<file path="config.mk">
export PLATFORM = sky130hd
export DESIGN_NAME = bfu_word_top
export DESIGN_NICKNAME = d
export VERILOG_FILES = /design/src/rtl/bfu_pkg.sv /design/src/rtl/bfu_desc_check.sv /design/src/rtl/bfu_extract.sv /design/src/rtl/bfu_insert.sv /design/src/rtl/bfu_word_top.sv
export SDC_FILE = /design/constraint.sdc
export NUM_CORES = 1
export LEC_CHECK = 0
export BUFFER_PORTS_ARGS = -buffer_cell sky130_fd_sc_hd__buf_4
export CAP_MARGIN = 20
export CORE_MARGIN = 4
export CORE_UTILIZATION = 50
export DETAILED_ROUTE_END_ITERATION = 7
export PLACE_DENSITY = 0.68
export SLEW_MARGIN = 5
export SYNTH_ARGS = -nofsm -noshare
export SYNTH_HDL_FRONTEND = slang
export SYNTH_HIERARCHICAL = 1
export SYNTH_SLANG_ARGS = --single-unit
</file>
<file path="constraint.sdc">
create_clock -name clk -period 6.2 [get_ports clk]
set_input_delay 0.62 -clock clk [delete_from_list [all_inputs] [get_ports clk]]
set_output_delay 0.62 -clock clk [all_outputs]
set_load 0.005 [all_outputs]
</file>
<file path="src/rtl/bfu_pkg.sv">
package bfu_pkg;
  typedef enum logic {
    BFU_READ  = 1'b0,
    BFU_WRITE = 1'b1
  } bfu_op_e;
endpackage

</file>
<file path="src/rtl/bfu_desc_check.sv">
module bfu_desc_check #(
  parameter int WORD_W = 36,
  parameter int POS_W  = 6
) (
  input  logic [POS_W-1:0]  off,
  input  logic [POS_W-1:0]  len,
  output logic              err,
  output logic [WORD_W-1:0] low_mask,
  output logic [WORD_W-1:0] fld_mask
);
  localparam logic [POS_W:0] LIMIT = (POS_W+1)'(WORD_W);

  logic [POS_W:0] end_pos;
  assign end_pos = {1'b0, off} + {1'b0, len};
  assign err     = end_pos > LIMIT;

  for (genvar i = 0; i < WORD_W; i++) begin : g_mask
    localparam logic [POS_W:0] IDX = (POS_W+1)'(i);
    assign low_mask[i] = IDX < {1'b0, len};
    assign fld_mask[i] = (IDX >= {1'b0, off}) && (IDX < end_pos);
  end
endmodule

</file>
<file path="src/rtl/bfu_extract.sv">
module bfu_extract #(
  parameter int WORD_W = 36,
  parameter int POS_W  = 6
) (
  input  logic [WORD_W-1:0] word,
  input  logic [POS_W-1:0]  off,
  input  logic [WORD_W-1:0] low_mask,
  output logic [WORD_W-1:0] field
);
  logic [WORD_W-1:0] shifted;
  assign shifted = word >> off;
  assign field   = shifted & low_mask;
endmodule

</file>
<file path="src/rtl/bfu_insert.sv">
module bfu_insert #(
  parameter int WORD_W = 36,
  parameter int POS_W  = 6
) (
  input  logic [WORD_W-1:0] word,
  input  logic [WORD_W-1:0] data,
  input  logic [POS_W-1:0]  off,
  input  logic [WORD_W-1:0] fld_mask,
  output logic [WORD_W-1:0] merged
);
  logic [WORD_W-1:0] placed;
  assign placed = data << off;
  assign merged = (word & ~fld_mask) | (placed & fld_mask);
endmodule

</file>
<file path="src/rtl/bfu_word_top.sv">
module bfu_word_top #(
  parameter int WORD_W = 36,
  parameter int POS_W  = 6
) (
  input  logic              clk,
  input  logic              rst_n,
  input  logic              cmd_valid,
  output logic              cmd_ready,
  input  logic              cmd_op,
  input  logic [POS_W-1:0]  cmd_off,
  input  logic [POS_W-1:0]  cmd_len,
  input  logic [WORD_W-1:0] cmd_data,
  output logic              rsp_valid,
  input  logic              rsp_ready,
  output logic [WORD_W-1:0] rsp_data,
  output logic              rsp_err
);
  import bfu_pkg::*;

  logic [WORD_W-1:0] word_q;
  logic              desc_err;
  logic [WORD_W-1:0] low_mask, fld_mask, field, merged;
  logic              accept;
  bfu_op_e           op;

  assign op        = bfu_op_e'(cmd_op);
  assign cmd_ready = !rsp_valid || rsp_ready;
  assign accept    = cmd_valid && cmd_ready;

  bfu_desc_check #(.WORD_W(WORD_W), .POS_W(POS_W)) u_check (
    .off(cmd_off), .len(cmd_len), .err(desc_err),
    .low_mask(low_mask), .fld_mask(fld_mask)
  );

  bfu_extract #(.WORD_W(WORD_W), .POS_W(POS_W)) u_extract (
    .word(word_q), .off(cmd_off), .low_mask(low_mask), .field(field)
  );

  bfu_insert #(.WORD_W(WORD_W), .POS_W(POS_W)) u_insert (
    .word(word_q), .data(cmd_data), .off(cmd_off),
    .fld_mask(fld_mask), .merged(merged)
  );

  always_ff @(posedge clk) begin
    if (!rst_n) begin
      word_q    <= '0;
      rsp_valid <= 1'b0;
      rsp_data  <= '0;
      rsp_err   <= 1'b0;
    end else if (accept) begin
      rsp_valid <= 1'b1;
      rsp_err   <= desc_err;
      if (desc_err) begin
        rsp_data <= '0;
      end else if (op == BFU_READ) begin
        rsp_data <= field;
      end else begin
        rsp_data <= merged;
        word_q   <= merged;
      end
    end else if (rsp_ready) begin
      rsp_valid <= 1'b0;
    end
  end

  // Checks placed beside the response and word registers
  assert_accept_rsp_R2: assert property (@(posedge clk) disable iff (!rst_n)
    accept |=> rsp_valid);

  assert_rsp_hold_R3: assert property (@(posedge clk) disable iff (!rst_n)
    rsp_valid && !rsp_ready |=> rsp_valid && $stable(rsp_data) && $stable(rsp_err));

  assert_read_keeps_word_R4: assert property (@(posedge clk) disable iff (!rst_n)
    accept && op == BFU_READ |=> $stable(word_q));

  assert_read_upper_zero_R4: assert property (@(posedge clk) disable iff (!rst_n)
    accept && op == BFU_READ && !desc_err && cmd_len < POS_W'(WORD_W)
    |=> (rsp_data >> $past(cmd_len)) == '0);

  assert_mask_width_R5: assert property (@(posedge clk) disable iff (!rst_n)
    !desc_err |-> $countones(fld_mask) == int'(cmd_len));

  assert_zero_len_write_R6: assert property (@(posedge clk) disable iff (!rst_n)
    accept && cmd_len == '0 && op == BFU_WRITE |=> $stable(word_q));

  assert_bad_desc_R7: assert property (@(posedge clk) disable iff (!rst_n)
    accept && desc_err |=> $stable(word_q) && rsp_err && rsp_data == '0);
endmodule

</file>
Word-level counts from Yosys, hierarchy flattened
Cells that the tools add are included.
- bits in registers: 74
- output and inout bits: 39
- add/subtract/negate cells: 1
- $lt $le $gt $ge: 109
- shift-type cells: 2
- multiplexer cells: 4
- bitwise logic cells: 6
- reductions and logical operators: 41
- operators with widths (cell ; number):
    < comparator 5 x 7 -> 1 bit, first input constant ; 16
    bitwise AND 36 bit ; 3
    greater-or-equal comparator 5 x 6 -> 1 bit, first input constant ; 16
    < comparator 5 x 6 -> 1 bit, first input constant ; 16
    2-to-1 mux 36 bit ; 2
    < comparator 4 x 7 -> 1 bit, first input constant ; 8
    greater-or-equal comparator 4 x 6 -> 1 bit, first input constant ; 8
    < comparator 4 x 6 -> 1 bit, first input constant ; 8
    logical AND 1 bit ; 37
    inverter 36 bit ; 1
    OR 36 bit ; 1
    left shift 36 x 6 -> 36 bit ; 1
    right shift 36 x 6 -> 36 bit ; 1
    < comparator 3 x 7 -> 1 bit, first input constant ; 4
    < comparator 6 x 7 -> 1 bit, first input constant ; 4
    greater-or-equal comparator 3 x 6 -> 1 bit, first input constant ; 4
    greater-or-equal comparator 6 bit, first input constant ; 4
    < comparator 3 x 6 -> 1 bit, first input constant ; 4
    < comparator 6 bit, first input constant ; 4
    < comparator 1 x 7 -> 1 bit, first input constant ; 2
    < comparator 2 x 7 -> 1 bit, first input constant ; 2
    greater-or-equal comparator 1 x 6 -> 1 bit, first input constant ; 2
    greater-or-equal comparator 2 x 6 -> 1 bit, first input constant ; 2
    < comparator 1 x 6 -> 1 bit, first input constant ; 2
    other kinds (9) ; 11

Depth between registers and ports, before layout
Gate-level depths: netlist of the first run.
- depth in word-level cells: 8
- mapped depth: 13
- depth with buffers taken out: 12

Hierarchy
Netlist of the first run, hierarchy kept.
- by module, submodules not included (module ; times used ; cells an instance ; area an instance (um^2) ; seq. area each (um^2)):
    bfu_word_top ; 1 ; 286 ; 3024.2 ; 1481.4
    bfu_extract ; 1 ; 285 ; 2607.5 ; 0.0
    bfu_insert ; 1 ; 300 ; 2381.0 ; 0.0
    bfu_desc_check ; 1 ; 232 ; 1368.8 ; 0.0

Worst setup path after synthesis of the first run
OpenSTA, ideal clock, no wires.
- path type: input port to flip-flop
- start: input cmd_off[0]
- end: register word_q[25]
- setup time: 72 ps
- arrival time: 3217 ps
- data required time: 6128 ps
- path slack: 2911 ps
- stages on the path: 11
- buffers on the path: 3
- path through: ha_1 fa_1 a21o_1 a2111o_1 o32ai_2 buf_2 a21oi_1 nor4b_2 buf_4 buf_8 mux2i_1
- elaborated cells between the ends (all ways): 12
- classes of those cells: add/sub (1); order compare (3); shift (1); bitwise (5); reduce/logical (2)
- RTL lines (element ; line ; RTL):
    start, declared ; bfu_word_top.sv:10 ; input logic [POS_W-1:0] cmd_off,
    adder 6 x 6 -> 7 bit ; bfu_desc_check.sv:14 ; assign end_pos = {1'b0, off} + {1'b0, len};
    > comparator 7 x 6 -> 1 bit ; bfu_desc_check.sv:15 ; assign err = end_pos > LIMIT;
    named net desc_err ; bfu_word_top.sv:21 ; logic desc_err;
    inverter 1 bit (no line) ; -- ;
    AND reduction 3 bit (no line) ; -- ;
    end signal, assigned ; bfu_word_top.sv:59 ; word_q <= merged;
    end, declared ; bfu_word_top.sv:20 ; logic [WORD_W-1:0] word_q;
The timed path passes the listed nets, and every way through them passes these cells.
A chain may end at the register's enable or synchronous reset.

Worst setup path in the final report of the first run
- start: input cmd_off[3]
- end: register rsp_data[26]
- longest elaborated chain between the ends: 8
- elaborated cells between the ends (all ways): 14
- classes of those cells: add/sub (1); order compare (3); shift (2); mux (2); bitwise (5); reduce/logical (1)
- RTL lines (element ; line ; RTL):
    adder 6 x 6 -> 7 bit ; bfu_desc_check.sv:14 ;
    < comparator 5 x 7 -> 1 bit ; bfu_desc_check.sv:20 ; assign fld_mask[i] = (IDX >= {1'b0, off}) && (IDX < end_pos);
    logical AND 1 bit * ; bfu_desc_check.sv:20 ;
    named net fld_mask[26] ; bfu_word_top.sv:22 ; logic [WORD_W-1:0] low_mask, fld_mask, field, merged;
    inverter 36 bit ; bfu_insert.sv:13 ; assign merged = (word & ~fld_mask) | (placed & fld_mask);
    bitwise AND 36 bit ; bfu_insert.sv:13 ;
    OR 36 bit * ; bfu_insert.sv:13 ;
    named net merged[26] ; bfu_word_top.sv:22 ;
    2-to-1 mux 36 bit * ; bfu_word_top.sv:55 ; end else if (op == BFU_READ) begin
    2-to-1 mux 36 bit * ; bfu_word_top.sv:53 ; if (desc_err) begin
    end signal, assigned ; bfu_word_top.sv:56 ; rsp_data <= field;
    end signal, assigned ; bfu_word_top.sv:58 ; rsp_data <= merged;
    end, declared ; bfu_word_top.sv:15 ; output logic [WORD_W-1:0] rsp_data,
Mark *: on every way through the listed nets, which the timed path passes. The rest lies on a longest branch.

==> results.sh, run 1 <==
export IMPL_finalSetupViolCount=0
export IMPL_clock_sinks=74
export IMPL_synth_edf_count=0
export IMPL_cp_cell_sequence="buf_4 > ha_1 > xnor2_1 > a21boi_1 > a2111oi_0 > o2111ai_1 > o22ai_1 > mux2i_1 > o2bb2ai_1"
export IMPL_synth_top_family_by_area="multiplexers"
export IMPL_cp_top_family="compound AO/OA/AOI/OAI gates"
export IMPL_synth_xor_area_frac=0.00640
export IMPL_fp_row_count=49
export IMPL_die_area_um2=21000
export IMPL_cp_slowest_stage_delay_ns=0.82
export IMPL_postPlaceCellArea_um2=9910
export IMPL_leakage_nw=3.79
export IMPL_antenna_found_initial=1
export IMPL_vias_per_cell=7.13
export IMPL_yosysUniqueCellTypes=83
export IMPL_grt_max_degree=77
export IMPL_hold_viol=0
export IMPL_final_min_clock_period_ns=3.82
export IMPL_ys_warn_count=6
export IMPL_cts_hold_buf=0
export IMPL_route_vias_total=9630
export IMPL_n_antenna_cell=0
export IMPL_drtIter0Drc=1151
export IMPL_design_area_um2=10200
export IMPL_timing_critical_path_buf_inv=1
export IMPL_slew_headroom=0.365
export IMPL_overflow=0
export IMPL_post_route_util=0.560
export IMPL_cp_end_kind="flip-flop"
export IMPL_reg2reg_setup_slack_ns=3.72
export IMPL_timing_fmax_ghz=0.262
export IMPL_critPathKind="in2reg"
export IMPL_fin_hold_ws_ns=0.471
export IMPL_status="finished, final reports clean"
export IMPL_synth_fp_nets=1163
export IMPL_vdd_ir_drop_max_mv=0.116
export IMPL_netlist_area_um2=9380
export IMPL_min_to="rsp_data[5]"
export IMPL_drc=0
export IMPL_synth_area_top_cells="mux4_2, dfxtp_1, mux2i_1"
export IMPL_cts_buffer_depth=2
export IMPL_total_power_mw=1.59
export IMPL_postCtsResizedCells=0
export IMPL_first_pass_iters=8
export IMPL_synth_mux_area_frac=0.364
export IMPL_start_util=0.515
export IMPL_cts_setup_buffers=0
export IMPL_synth_avg_cell_area_um2=8.51
export IMPL_cts_tree="done"
export IMPL_ios=92
export IMPL_crit_arrival_ns=4.10
export IMPL_synth_fa_ha_area_frac=0.0101
export IMPL_synth_async_sr_flop_share=0
export IMPL_fin_tns_setup_ns=0
export IMPL_reg2reg_to="rsp_data[10]"
export IMPL_slew_violations=0
export IMPL_dieHeight_um=145
export IMPL_post_route_worst_setup_slack_ns=2.38
export IMPL_hold_class="reg2reg"
export IMPL_ant_nets=0
export IMPL_place_ws_ns=2.13
export IMPL_cp_start_kind="input port"
export IMPL_cp_slowest_cell="xnor2_1"
export IMPL_nets=1177
export IMPL_synth_top_cell_area_share=0.163
export IMPL_hpwl_mm=26.6
export IMPL_crit_fanout=36
export IMPL_clk_transition_reported_paths_ns=0.06
export IMPL_max_cap_violations=0
export IMPL_wl_per_cell_um=26.1
export IMPL_cts_buffers=9
export IMPL_rr_worst_depth=7
export IMPL_clockRootBuffer="clkbuf_16"
export IMPL_layout_commonest_cell="nand2_1"
export IMPL_core_um2=18200
export IMPL_port_buffers=91
export IMPL_dpl_cell_count=1335
export IMPL_clkLatencyLatePin_ns=0.35
export IMPL_period_share=0.616
export IMPL_whs_path_depth=1
export IMPL_synthSimpleGateAreaFrac=0.177
export IMPL_layout_drive_gt1_share=0.207
export IMPL_yosys_area_top_type="mux4_2"
export IMPL_place_congestion=1.02
export IMPL_seq_area_frac_synth=0.158
export IMPL_h_tree_depth=3
export IMPL_syn_to_final_growth_pct=8.74
export IMPL_ys_ff_latch=74
export IMPL_grt_first_pass_wirelength_mm=53.4
export IMPL_wl_mm=35.3
export IMPL_synth_compound_area_frac=0.206
export IMPL_gr_usage_all_layers=0.321
export IMPL_final_cell_mix="nand2_1, mux2i_1, buf_4, dfxtp_1, mux4_2"
export IMPL_hp_start="rsp_data[5]"
export IMPL_ys_flop_type="dfxtp_1"
export IMPL_grt_pass1_vias=8812
export IMPL_critPathRequiredTime_ns=6.48
export IMPL_r2r_start="word_q[35]"
export IMPL_tightest_slew_ns=0.945
export IMPL_finalNonFillerCells=1351
export IMPL_rsz0062_at_grt="no"
export IMPL_p_per_area_nw_per_um2=156
export IMPL_clock_skew_ns=0.00888
export IMPL_syn_inst=1103
export IMPL_dieWidth_um=145
[registers in the layout, indices dropped and copies added, names as in the netlist]
register,count
rsp_data,36
word_q,36
rsp_err,1
rsp_valid,1
[routing by layer]
metal,vias to the layer above,track usage,part of all wire,wire [µm]
met3,123,0.0514,0.093,3280
met2,623,0.501,0.45,15900
met5,-,0,0.00020,7
met4,2,0.154,0.053,1880
met1,4638,0.438,0.40,14200
li1,4244,-,-,-
[kinds of logic after synthesis]
| group | Yosys count |
|---|---|
| AO/OA/AOI/OAI | 272 |
| multiplexers | 228 |
| AND/OR/NAND/NOR | 366 |
| buffers and inverters | 150 |
| XOR/XNOR | 6 |
| adder cells (fa/ha/maj) | 7 |
| flip-flops | 74 |
[synth_stat cells (9+ instances only)]
master	n
buf_2	26
inv_1	44
o21ai_0	53
nor2_1	66
nor3_1	14
o2bb2ai_1	37
nand3_1	32
nor2b_1	9
dfxtp_1	74
mux2i_1	117
o22ai_1	16
mux4_2	68
clkbuf_1	50
nand2_1	185
buf_4	9
and3_1	22
mux2_2	26
mux4_1	15
a31oi_1	11
a221oi_1	16
a21oi_1	46
[final cells by class]
class,instances,area (µm²)
fill,1738,8010
timing repair buffer,104,781
clock inverter,7,70.1
inverter,49,184
tap,229,287
multi-input combinational,879,7170
clock buffer,9,225
sequential,74,1480
[worst max path at each step]
stage          cells past startpoint      endpoint  startpoint  slack [ns]
6_report                           9  rsp_data[26]  cmd_off[3]        2.38
5_1_grt                            9    word_q[25]  cmd_off[3]        2.14
4_1_cts                            9  rsp_data[26]  cmd_off[3]        2.48
3_5_place_dp                       9  rsp_data[26]  cmd_off[3]        2.13
3_3_place_gp                       9  rsp_data[25]  cmd_off[3]        2.11
2_1_floorplan                     11    word_q[25]  cmd_off[0]        2.91
[where the power goes]
part / switching (mW) / internal, mW / total (mW) / leakage [nW]
Combinational: 0.367 / 0.212 / 0.579 / 3.05
Clock: 0.238 / 0.282 / 0.520 / 0.142
Sequential: 0.00939 / 0.481 / 0.491 / 0.597
Note: power is estimated with default switching activity, not from simulation.
==> inputs of run 2 (changes only) <==
==> constraint.sdc (replaced) <==
create_clock -name clk -period 3.9 [get_ports clk]
set_input_delay 0.39 -clock clk [delete_from_list [all_inputs] [get_ports clk]]
set_output_delay 0.39 -clock clk [all_outputs]
set_load 0.005 [all_outputs]
==> run 2 against run 1 <==
Critical path type unchanged. Sequential power is 59% higher. First-iteration DRC count rose by 18%. Global-route usage rose by 0.38 points. Critical path depth up 3. Utilization is 1.3 points higher. Flip-flop and latch count unchanged. Largest cell class unchanged. Largest power group unchanged. Clock skew is 0.0061 ns higher. Total power is 62% higher. Hold slack got worse by 0.11 ns. Via count about the same. Count of clock-buffer cells in the layout is the same.
==> results.sh, run 2 (same netlist as run 1, synthesis figures left out) <==
export IMPL_drc=0
export IMPL_period_share=0.854
export IMPL_wl_mm=35.2
export IMPL_vdd_ir_drop_max_mv=0.169
export IMPL_ant_nets=0
export IMPL_critPathRequiredTime_ns=4.13
export IMPL_final_min_clock_period_ns=3.33
export IMPL_first_pass_iters=6
export IMPL_syn_to_final_growth_pct=11.2
export IMPL_slew_violations=0
export IMPL_grt_first_pass_wirelength_mm=54.2
export IMPL_clock_skew_ns=0.0150
export IMPL_postCtsResizedCells=0
export IMPL_timing_fmax_ghz=0.300
export IMPL_reg_top3="rsp_data x36, word_q x36"
export IMPL_cts_tree="done"
export IMPL_total_power_mw=2.58
export IMPL_clockRootBuffer="clkbuf_16"
export IMPL_grt_pass1_vias=8950
export IMPL_clkLatencyLatePin_ns=0.36
export IMPL_cp_end_kind="flip-flop"
export IMPL_crit_arrival_ns=3.56
export IMPL_layout_commonest_cell="nand2_1"
export IMPL_core_um2=18200
export IMPL_final_seq_area_um2=1480
export IMPL_cts_buffers=9
export IMPL_max_cap_violations=0
export IMPL_layout_drive_gt1_share=0.225
export IMPL_final_cell_mix="nand2_1, buf_4, mux2i_1, dfxtp_1, mux4_2"
export IMPL_port_buffers=91
export IMPL_gr_usage_all_layers=0.325
export IMPL_route_vias_total=9627
export IMPL_critPathKind="in2reg"
export IMPL_nets=1203
export IMPL_clk_transition_reported_paths_ns=0.07
export IMPL_p_per_area_nw_per_um2=247
export IMPL_fp_row_count=49
export IMPL_cp_start_kind="input port"
export IMPL_fin_tns_setup_ns=0
export IMPL_cts_setup_buffers=0
export IMPL_hpwl_mm=26.3
export IMPL_die_area_um2=21000
export IMPL_ios=92
export IMPL_dieWidth_um=145
export IMPL_hold_class="in2reg"
export IMPL_tightest_slew_ns=0.997
export IMPL_clock_sinks=74
export IMPL_dieHeight_um=145
export IMPL_cts_buffer_depth=2
export IMPL_start_util=0.515
export IMPL_overflow=0
export IMPL_h_tree_depth=3
export IMPL_antenna_found_initial=0
export IMPL_multi_input_area_um2=7170
export IMPL_wl_per_cell_um=25.5
export IMPL_hold_viol=0
export IMPL_place_congestion=1.04
export IMPL_drtIter0Drc=1363
export IMPL_cts_hold_buf=0
export IMPL_n_antenna_cell=0
export IMPL_rsz0062_at_grt="no"
export IMPL_fillers=1701
export IMPL_grt_max_degree=93
export IMPL_status="finished, final reports clean"
export IMPL_slew_headroom=0.334
export IMPL_crit_fanout=9
export IMPL_vias_per_cell=6.99
export IMPL_finalSetupViolCount=0
export IMPL_leakage_nw=3.93
run 2: cell type report:
type | count | share of cell area
clock buffer | 9 | 0.0216
clock inverter | 7 | 0.00671
inverter | 49 | 0.0176
multi-input combinational | 879 | 0.688
sequential | 74 | 0.142
tap | 229 | 0.0275
timing repair buffer | 130 | 0.0971
run 2: layer usage:
layer / GRT usage / routed length (µm)
met5: 0 / 0
met1: 0.434 / 14100
met4: 0.152 / 1930
met3: 0.0714 / 3520
met2: 0.506 / 15700
run 2: report_power, final:
part	internal, mW	total (mW)	switching (mW)
Combinational	0.370	0.957	0.586
Sequential	0.765	0.780	0.0152
Clock	0.449	0.841	0.392
run 2: critical path, cell delays in order:
cell,delay [ns]
buf_4,0.14
ha_1,0.24
fa_1,0.45
a21o_1,0.27
a21oi_2,0.19
xnor2_2,0.16
and3_1,0.33
a221oi_1,0.63
mux2_2,0.40
o21a_1,0.13
mux2i_1,0.13
o2bb2ai_1,0.08
run 2: path summary, 6_finish.rpt:
check | from | to | slack [ns] | cells after the start
worst max-delay path | cmd_off[0] | rsp_data[20] | 0.57 | 12
worst min-delay path | cmd_valid | rsp_err | 0.36 | 3
worst max register to register | word_q[35] | rsp_data[10] | 1.41 | 7
worst min register to register | rsp_data[6] | rsp_data[6] | 0.46 | 1
run 2: through the flow:
step	hold WS, ns	util	instance area, µm²	instances	setup slack [ns]
floorplan	0.445	-	9380	1103	0.841
detailed placement	0.448	0.557	10100	1361	0.286
global route	0.376	0.573	10400	1377	0.520
CTS	0.357	0.573	10400	1377	0.659
global placement	0.448	0.557	10100	1361	0.369
finish	0.365	0.573	10400	1377	0.570
